$ cat config.mk
export PLATFORM = sky130hd
export DESIGN_NAME = pred_exec_unit
export DESIGN_NICKNAME = d
export VERILOG_FILES = /design/src/rtl/pred_exec_pkg.sv /design/src/rtl/pred_exec_decode.sv /design/src/rtl/pred_exec_stage.sv /design/src/rtl/pred_exec_resolve.sv /design/src/rtl/pred_exec_unit.sv
export SDC_FILE = /design/constraint.sdc
export NUM_CORES = 1
export LEC_CHECK = 0
export ABC_AREA = 0
export CAP_MARGIN = 20
export CORE_ASPECT_RATIO = 1.1
export CORE_MARGIN = 2
export CORE_UTILIZATION = 51
export DETAILED_ROUTE_END_ITERATION = 10
export PLACE_DENSITY = 0.88
export SLEW_MARGIN = 20
export SYNTH_ARGS = -nofsm -noshare
export SYNTH_HDL_FRONTEND = slang
export SYNTH_HIERARCHICAL = 1
export SYNTH_SLANG_ARGS = --single-unit
$ cat constraint.sdc
create_clock -name clk_i -period 2.8 [get_ports clk_i]
set_clock_uncertainty 0.2 [all_clocks]
set_input_delay 0.42 -clock clk_i [delete_from_list [all_inputs] [get_ports clk_i]]
set_output_delay 0.42 -clock clk_i [all_outputs]
set_load 0.05 [all_outputs]
$ cat src/rtl/pred_exec_pkg.sv
package pred_exec_pkg;
  typedef enum logic [2:0] {
    OP_NOP   = 3'd0,
    OP_MOV   = 3'd1,
    OP_CMOVZ = 3'd2,
    OP_LD    = 3'd3,
    OP_LDNZ  = 3'd4
  } op_e;
endpackage

$ cat src/rtl/pred_exec_decode.sv
module pred_exec_decode import pred_exec_pkg::*; #(
  parameter int unsigned XLEN       = 32,
  parameter int unsigned DISP_W     = 16,
  parameter int unsigned ALIGN_W    = 2,
  parameter logic [XLEN-1:0] ADDR_LIMIT = 32'h0001_0000
) (
  input  logic [2:0]        op_i,
  input  logic [XLEN-1:0]   src_i,
  input  logic [XLEN-1:0]   cond_i,
  input  logic [DISP_W-1:0] disp_i,
  output logic              is_move_o,
  output logic              is_load_o,
  output logic              pred_o,
  output logic              fault_o,
  output logic [XLEN-1:0]   addr_o
);
  localparam int unsigned EXT_W = XLEN - DISP_W;

  logic misal;
  logic cond_zero;

  assign cond_zero = (cond_i == '0);
  assign addr_o    = src_i + {{EXT_W{disp_i[DISP_W-1]}}, disp_i};

  generate
    if (ALIGN_W == 0) begin : g_byte
      assign misal = 1'b0;
    end else begin : g_word
      assign misal = |addr_o[ALIGN_W-1:0];
    end
  endgenerate

  assign fault_o = misal || (addr_o >= ADDR_LIMIT);

  always_comb begin
    is_move_o = 1'b0;
    is_load_o = 1'b0;
    pred_o    = 1'b0;
    unique case (op_i)
      OP_MOV:   begin is_move_o = 1'b1; pred_o = 1'b1;       end
      OP_CMOVZ: begin is_move_o = 1'b1; pred_o = cond_zero;  end
      OP_LD:    begin is_load_o = 1'b1; pred_o = 1'b1;       end
      OP_LDNZ:  begin is_load_o = 1'b1; pred_o = !cond_zero; end
      default:  ;
    endcase
  end
endmodule

$ cat src/rtl/pred_exec_stage.sv
module pred_exec_stage #(
  parameter int unsigned XLEN = 32,
  parameter int unsigned RA_W = 5
) (
  input  logic            clk_i,
  input  logic            rst_ni,
  input  logic            take_i,
  input  logic            is_move_i,
  input  logic            is_load_i,
  input  logic            pred_i,
  input  logic            fault_i,
  input  logic [RA_W-1:0] rd_i,
  input  logic [XLEN-1:0] data_i,
  input  logic [XLEN-1:0] addr_i,
  output logic            vld_o,
  output logic            is_move_o,
  output logic            is_load_o,
  output logic            pred_o,
  output logic            fault_o,
  output logic [RA_W-1:0] rd_o,
  output logic [XLEN-1:0] data_o,
  output logic [XLEN-1:0] addr_o
);
  always_ff @(posedge clk_i or negedge rst_ni) begin
    if (!rst_ni) begin
      vld_o     <= 1'b0;
      is_move_o <= 1'b0;
      is_load_o <= 1'b0;
      pred_o    <= 1'b0;
      fault_o   <= 1'b0;
      rd_o      <= '0;
      data_o    <= '0;
      addr_o    <= '0;
    end else begin
      vld_o <= take_i;
      if (take_i) begin
        is_move_o <= is_move_i;
        is_load_o <= is_load_i;
        pred_o    <= pred_i;
        fault_o   <= fault_i;
        rd_o      <= rd_i;
        data_o    <= data_i;
        addr_o    <= addr_i;
      end
    end
  end
endmodule

$ cat src/rtl/pred_exec_resolve.sv
module pred_exec_resolve #(
  parameter int unsigned XLEN = 32,
  parameter int unsigned RA_W = 5
) (
  input  logic            clk_i,
  input  logic            rst_ni,
  input  logic            vld_i,
  input  logic            is_move_i,
  input  logic            is_load_i,
  input  logic            pred_i,
  input  logic            fault_i,
  input  logic [RA_W-1:0] rd_i,
  input  logic [XLEN-1:0] data_i,
  input  logic            rvalid_i,
  input  logic [XLEN-1:0] rdata_i,
  output logic            req_o,
  output logic            exc_o,
  output logic            wr_en_o,
  output logic [RA_W-1:0] wr_addr_o,
  output logic [XLEN-1:0] wr_data_o,
  output logic            ready_o
);
  logic            live;
  logic            wait_q;
  logic [RA_W-1:0] ld_rd_q;

  // predicate applied here, at the write end
  assign live    = vld_i && pred_i;
  assign req_o   = live && is_load_i && !fault_i;
  assign exc_o   = live && is_load_i && fault_i;
  assign ready_o = !wait_q && !req_o;

  assign wr_en_o   = wait_q ? rvalid_i : (live && is_move_i);
  assign wr_addr_o = wait_q ? ld_rd_q : rd_i;
  assign wr_data_o = wait_q ? rdata_i : data_i;

  always_ff @(posedge clk_i or negedge rst_ni) begin
    if (!rst_ni) begin
      wait_q  <= 1'b0;
      ld_rd_q <= '0;
    end else if (req_o) begin
      wait_q  <= 1'b1;
      ld_rd_q <= rd_i;
    end else if (wait_q && rvalid_i) begin
      wait_q  <= 1'b0;
    end
  end
endmodule

$ cat src/rtl/pred_exec_unit.sv
module pred_exec_unit import pred_exec_pkg::*; #(
  parameter int unsigned XLEN       = 32,
  parameter int unsigned DISP_W     = 16,
  parameter int unsigned RA_W       = 5,
  parameter int unsigned ALIGN_W    = 2,
  parameter logic [XLEN-1:0] ADDR_LIMIT = 32'h0001_0000
) (
  input  logic              clk_i,
  input  logic              rst_ni,
  input  logic              valid_i,
  output logic              ready_o,
  input  logic [2:0]        op_i,
  input  logic [RA_W-1:0]   rd_i,
  input  logic [XLEN-1:0]   src_i,
  input  logic [XLEN-1:0]   cond_i,
  input  logic [DISP_W-1:0] disp_i,
  output logic              mem_req_o,
  output logic [XLEN-1:0]   mem_addr_o,
  input  logic              mem_rvalid_i,
  input  logic [XLEN-1:0]   mem_rdata_i,
  output logic              wr_en_o,
  output logic [RA_W-1:0]   wr_addr_o,
  output logic [XLEN-1:0]   wr_data_o,
  output logic              exc_o
);
  logic            d_move, d_load, d_pred, d_fault;
  logic [XLEN-1:0] d_addr;
  logic            s_vld, s_move, s_load, s_pred, s_fault;
  logic [RA_W-1:0] s_rd;
  logic [XLEN-1:0] s_data, s_addr;
  logic            take;

  assign take       = valid_i && ready_o;
  assign mem_addr_o = s_addr;

  pred_exec_decode #(
    .XLEN(XLEN), .DISP_W(DISP_W), .ALIGN_W(ALIGN_W), .ADDR_LIMIT(ADDR_LIMIT)
  ) u_dec (
    .op_i(op_i), .src_i(src_i), .cond_i(cond_i), .disp_i(disp_i),
    .is_move_o(d_move), .is_load_o(d_load), .pred_o(d_pred),
    .fault_o(d_fault), .addr_o(d_addr)
  );

  pred_exec_stage #(.XLEN(XLEN), .RA_W(RA_W)) u_stg (
    .clk_i(clk_i), .rst_ni(rst_ni), .take_i(take),
    .is_move_i(d_move), .is_load_i(d_load), .pred_i(d_pred), .fault_i(d_fault),
    .rd_i(rd_i), .data_i(src_i), .addr_i(d_addr),
    .vld_o(s_vld), .is_move_o(s_move), .is_load_o(s_load), .pred_o(s_pred),
    .fault_o(s_fault), .rd_o(s_rd), .data_o(s_data), .addr_o(s_addr)
  );

  pred_exec_resolve #(.XLEN(XLEN), .RA_W(RA_W)) u_res (
    .clk_i(clk_i), .rst_ni(rst_ni), .vld_i(s_vld),
    .is_move_i(s_move), .is_load_i(s_load), .pred_i(s_pred), .fault_i(s_fault),
    .rd_i(s_rd), .data_i(s_data),
    .rvalid_i(mem_rvalid_i), .rdata_i(mem_rdata_i),
    .req_o(mem_req_o), .exc_o(exc_o), .wr_en_o(wr_en_o),
    .wr_addr_o(wr_addr_o), .wr_data_o(wr_data_o), .ready_o(ready_o)
  );
endmodule

[Word-level counts from Yosys, hierarchy flattened]
Index checks and enable logic that the tools add are counted.
Operators by class
  add/sub/neg operators: 1
  equal/unequal tests: 4
  reduce and logical (&&, ||, !) cells: 19
  muxes and demuxes: 8
  $lt $le $gt $ge: 1
Operator list (number)
  $add 32x32->32: 1
  $ge 32x17->1 const B: 1
  $logic_not 32->1: 1
  $mux 32: 1
  $logic_and 1x1->1: 8
  $reduce_or 2->1: 4
  $eq 3x2->1 const B: 2
  $mux 1: 5
  $mux 5: 1
  $logic_not 1->1: 4
  $eq 3x1->1 const B: 1
  $eq 3x3->1 const B: 1
  $pmux 1 s3: 1
  $reduce_bool 2->1: 1
  $logic_or 1x1->1: 1
Storage, ports and cells
  logic and storage cells: 43
  bits in registers: 80
  output and inout bits: 73
  input port bits: 124

[Depth between registers and ports, before layout]
  depth after elaboration: 6
  gate-level depth with buffers: 13
  mapped depth without buffers: 13

[By module]
Netlist, hierarchy kept.
By module, submodules not included
  pred_exec_stage: sequential area each 1851.8 um^2, instances 1, area an instance 3088.0 um^2, cells an instance 155
  pred_exec_decode: sequential area each 0.0 um^2, instances 1, area an instance 2109.5 um^2, cells an instance 293
  pred_exec_resolve: sequential area each 150.1 um^2, instances 1, area an instance 754.5 um^2, cells an instance 62
  pred_exec_unit: sequential area each 0.0 um^2, instances 1, area an instance 6.3 um^2, cells an instance 1

[Worst setup path after synthesis]
No wires, ideal clock.
  kind: input to register
  start: in src_i[0]
  end: reg u_stg.fault_o
  library setup time: 125 ps
  data required time: 2475 ps
  buffers on the path: 0
  path slack: -495 ps
  arrival: 2970 ps
  cell stages on the path: 13
  path through: ha_1 > inv_1 > fa_1 > nand2b_1 > a21oi_2 > nor2_8 > o41ai_1 > a41oi_1 > xnor2_1 > a211o_1 > nor4_1 > nand4b_1 > mux2_4
On the way
  word-level cells in the longest chain between the ends: 3
  elaborated cells on any way between the ends: 4
  classes of those cells: 1 x add/sub; 1 x order compare; 2 x reduce/logical
RTL lines
  start, declared: RTL line pred_exec_unit.sv:14  | input logic [XLEN-1:0] src_i,
  $add 32x32->32: RTL line pred_exec_decode.sv:23  | assign addr_o = src_i + {{EXT_W{disp_i[DISP_W-1]}}, disp_i};
  via d_addr[24]: RTL line pred_exec_unit.sv:27  | logic [XLEN-1:0] d_addr;
  $ge 32x17->1: RTL line pred_exec_decode.sv:33  | assign fault_o = misal || (addr_o >= ADDR_LIMIT);
  $logic_or 1x1->1: RTL line pred_exec_decode.sv:33
  via d_fault: RTL line pred_exec_unit.sv:26  | logic d_move, d_load, d_pred, d_fault;
  end signal, assigned: RTL line pred_exec_stage.sv:40  | fault_o <= fault_i;
  end, declared: RTL line pred_exec_stage.sv:19  | output logic fault_o,
The timed path passes the listed nets, and every way through them passes these cells.
A chain may end at the register's enable or synchronous reset.

[Worst setup path in the final report]
  start: in src_i[1]
  end: reg u_stg.fault_o
Same word-level chain as after synthesis.

==> impl_metrics.py <==
metrics = {
    "timing": {
        "final-max-slew-violation-count": 0,
        "tns_ps": -323,
        "finalSetupViolCount": 2,
        "fmax_ghz": 0.330,
        "slew_headroom": 0.586,
        "fin_crit_sh": 1.08,
        "hold_viol": 0,
        "rsz0062_at_grt": "yes",
        "setup_slack_ps": -229,
        "whs_ps": 165,
        "tightestPinTransition_ps": 621,
        "finalCriticalPeriod_ps": 3030,
    },
    "synth": {
        "yosys_warnings": 6,
        "synth_edf_count": 0,
        "yosys_register_bits": 80,
        "synthArstFlopShare": 1.00,
        "synth.largest_area_cell": "dfrtp_1",
        "syn-num-nets": 667,
        "synth.top_cell.area_share": 0.336,
        "synth_area_leaders": "dfrtp_1 34%, mux2_4 18%, mux2_2 7.9%",
        "postSynthAreaPerCell_um2": 11.7,
        "yosysMostFrequentCell": "dfrtp_1",
        "synth_common_cells": "80 x dfrtp_1, 73 x mux2_4, 42 x mux2_2, 31 x ha_1, 28 x nor2_1",
        "syn_inst": 511,
        "ys_seq_area_frac": 0.336,
        "synth_area_um2": 5960,
        "synth_cell_type_count": 70,
        "ys.flop_type": "dfrtp_1",
    },
    "power_and_ir_drop": {
        "switching_power_mw": 2.05,
        "p_int_mw": 3.22,
        "p_per_area_nw_per_um2": 543,
        "sequentialPowerShare": 0.280,
        "total_leakage_power_nw": 4.37,
        "p_sw_frac": 0.389,
        "pwr-share-clk": 0.209,
        "pwr-share-comb": 0.512,
        "max-vdd-ir-drop_mv": 0.375,
    },
    "worst_hold_path": {
        "worstHoldPathCells": 2,
        "min_path_type": "input port to flip-flop",
        "min-delay-start": "src_i[4]",
        "hold_path_end": "u_stg/data_o[4]$_DFFE_PN0P_",
    },
    "critical_path": {
        "crit_chain": "buf_8 > ha_4 > a21oi_2 > nand4b_1 > a211o_4 > buf_6 > a21oi_4 > o211ai_1 > a21oi_1 > nor3_2 > nor4_2 > nand4b_1 > mux2_4",
        "rr_endpoint": "u_stg/addr_o[16]$_DFFE_PN0P_",
        "cp_slowest_cell": "a211o_4",
        "critPathMaxStageDelay_ps": 400,
        "rr_worst_depth": 6,
        "critPathKind": "input port to flip-flop",
        "critPathMaxFanout": 5,
        "cpMostUsedCell": "nand4b_1",
        "cp-end-kind": "flip-flop",
        "start_kind": "input port",
        "required_ps": 2830,
        "reg2reg_from": "u_stg/fault_o$_DFFE_PN0P_",
        "cp_data_arrival_time_ps": 3060,
        "r2r_setup_slack_ps": 560,
    },
    "clocking": {
        "clockRootBuffer": "clkbuf_16",
        "clock_path_buffers": 2,
        "htreeDepth": 3,
        "cts_tree": "built",
        "cts_sinks": 80,
        "cts_inserted_buffers": 9,
        "clkSlewWorstSetupHoldPaths_ps": 60,
        "insertion_delay_ps": 340,
    },
    "grt": {
        "grt_pass1_vias": 6098,
        "grt_max_degree": 46,
        "antenna_found_initial": 2,
        "grt_util_all_layers": 0.318,
        "gr-total-overflow": 0,
        "grt_pass1_wl_um": 31500,
    },
    "die": {
        "die_x_um": 107,
        "core_area_um2": 11400,
        "initial_utilization": 0.521,
        "fp.dieH_um": 117,
        "io_pins": 197,
        "rows": 41,
        "fp.dieArea_um2": 12600,
    },
    "cells_and_area": {
        "seqCellArea_um2": 2000,
        "final_layout_size_suffix_gt1_frac": 0.504,
        "synthToLayoutAreaGrowth_pct": 62.7,
        "num-fill-cells": 571,
        "fin_nets": 981,
        "final_util": 0.848,
        "multi_input_area_um2": 4320,
        "design_area_um2": 9700,
    },
    "route": {
        "drt_iter0_drc": 350,
        "antenna_left": 0,
        "drt_pass1_iterations": 4,
        "drc": 0,
        "wl_per_cell_um": 21.3,
        "wl_um": 20900,
        "via_count": 5700,
        "vias_per_cell": 5.81,
    },
    "outcome": {
        "failed_checks": "setup timing",
        "outcome": "complete, but fails checks",
    },
    "place": {
        "hpwl_um": 13800,
        "postPlaceCellArea_um2": 8690,
        "portBuffers": 196,
        "place_congestion": 0.862,
    },
    "flow_run": {
        "max_cap_violations": 0,
    },
}
sequential cells by signal, summed over array words and instances, names as in the netlist:
register,flops
u_stg/data_o,32
u_res/ld_rd_q,5
u_stg/rd_o,5
u_stg/pred_o,1
u_res/wait_q,1
u_stg/is_move_o,1
u_stg/fault_o,1
u_stg/is_load_o,1
u_stg/vld_o,1
u_stg/addr_o,32
cell usage in the layout, fill, tap and decap left out, types with 5 or more instances in the layout:
| cell type | instances |
|---|---|
| a21o_1 | 10 |
| dfrtp_1 | 79 |
| a21oi_2 | 15 |
| ha_4 | 28 |
| clkbuf_16 | 9 |
| clkbuf_2 | 10 |
| buf_6 | 12 |
| buf_4 | 156 |
| clkdlybuf4s50_1 | 116 |
| mux2_2 | 41 |
| nor2_1 | 27 |
| xnor2_1 | 17 |
| inv_1 | 8 |
| nand3_1 | 9 |
| nand2_1 | 20 |
| o21ai_0 | 10 |
| dlygate4sd2_1 | 17 |
| mux2_4 | 74 |
| xor2_1 | 6 |
| a21oi_1 | 13 |
| nand4_1 | 8 |
| nor4_1 | 10 |
| clkdlybuf4s15_1 | 5 |
metal layers:
metal,GRT usage,share of wire,vias up
li1,-,-,2525
met5,0,0,-
met3,0.0623,0.064,74
met4,0.162,0.047,0
met2,0.575,0.53,296
met1,0.345,0.36,2805
metrics by stage:
step / setup slack, ps / power, mW / instances
floorplan: -198 / 2.94 / 511
global placement: -923 / 3.85 / 944
detailed placement: -1030 / 3.91 / 944
CTS: -228 / 5.14 / 970
global route: -303 / 5.46 / 981
finish: -229 / 5.26 / 981
cell families (layout without fill, tap and decap cells):
logic type                 count (synthesis)  count (layout)  synth area share
AOI/OAI and AO/OA                        101             101             0.125
xor gates and xnor gates                  25              25            0.0380
adders and majority gates                 32              32            0.0685
buffers and inverters                     34             352            0.0523
DFF                                       80              80             0.336
muxes                                    117             117             0.267
other                                      0               2                 0
and+or+nand+nor                          122             122             0.114
power groups by stage:
| stage | Sequential, mW | Combinational (mW) | Clock [mW] |
|---|---|---|---|
| 2_1_floorplan | 1.90 | 1.05 | 0 |
| 3_3_place_gp | 1.47 | 2.38 | 0 |
| 3_5_place_dp | 1.48 | 2.42 | 0 |
| 4_1_cts | 1.47 | 2.56 | 1.11 |
| 5_1_grt | 1.49 | 2.80 | 1.16 |
| 6_report | 1.47 | 2.69 | 1.10 |
critical path, delay by kind of cell:
kind	cells	cell delay (ps)
AOI/OAI and AO/OA	5	1110
and+or+nand+nor	4	750
muxes	1	260
buffers and inverters	2	240
adders and majority gates	1	270
worst max path at each step:
stage,slack (ps),start,end
2_1_floorplan,-200,src_i[0],u_stg/fault_o$_DFFE_PN0P_
3_3_place_gp,-920,src_i[0],u_stg/fault_o$_DFFE_PN0P_
3_5_place_dp,-1030,src_i[0],u_stg/fault_o$_DFFE_PN0P_
4_1_cts,-230,src_i[0],u_stg/fault_o$_DFFE_PN0P_
5_1_grt,-300,src_i[0],u_stg/fault_o$_DFFE_PN0P_
6_report,-230,src_i[1],u_stg/fault_o$_DFFE_PN0P_
area by class of cell:
class                      count  area share
antenna                        2    0.000516
clock buffer                  12      0.0254
sequential                    80       0.207
inverter                      10     0.00387
clock inverter                 3     0.00194
tap                          150      0.0194
multi-input combinational    397       0.446
timing repair buffer         327       0.297
repair_timing:
action / in CTS / in global routing
hold buffers: 1 / 0
buffers inserted: 9 / 9
gates cloned: 1 / 0
endpoints found under the hold margin: 44 / 0
resized for setup: 123 / 67
pin swaps: 41 / 26
setup endpoints to repair: 19 / 10
No activity file was read; power rests on OpenSTA's default activity.
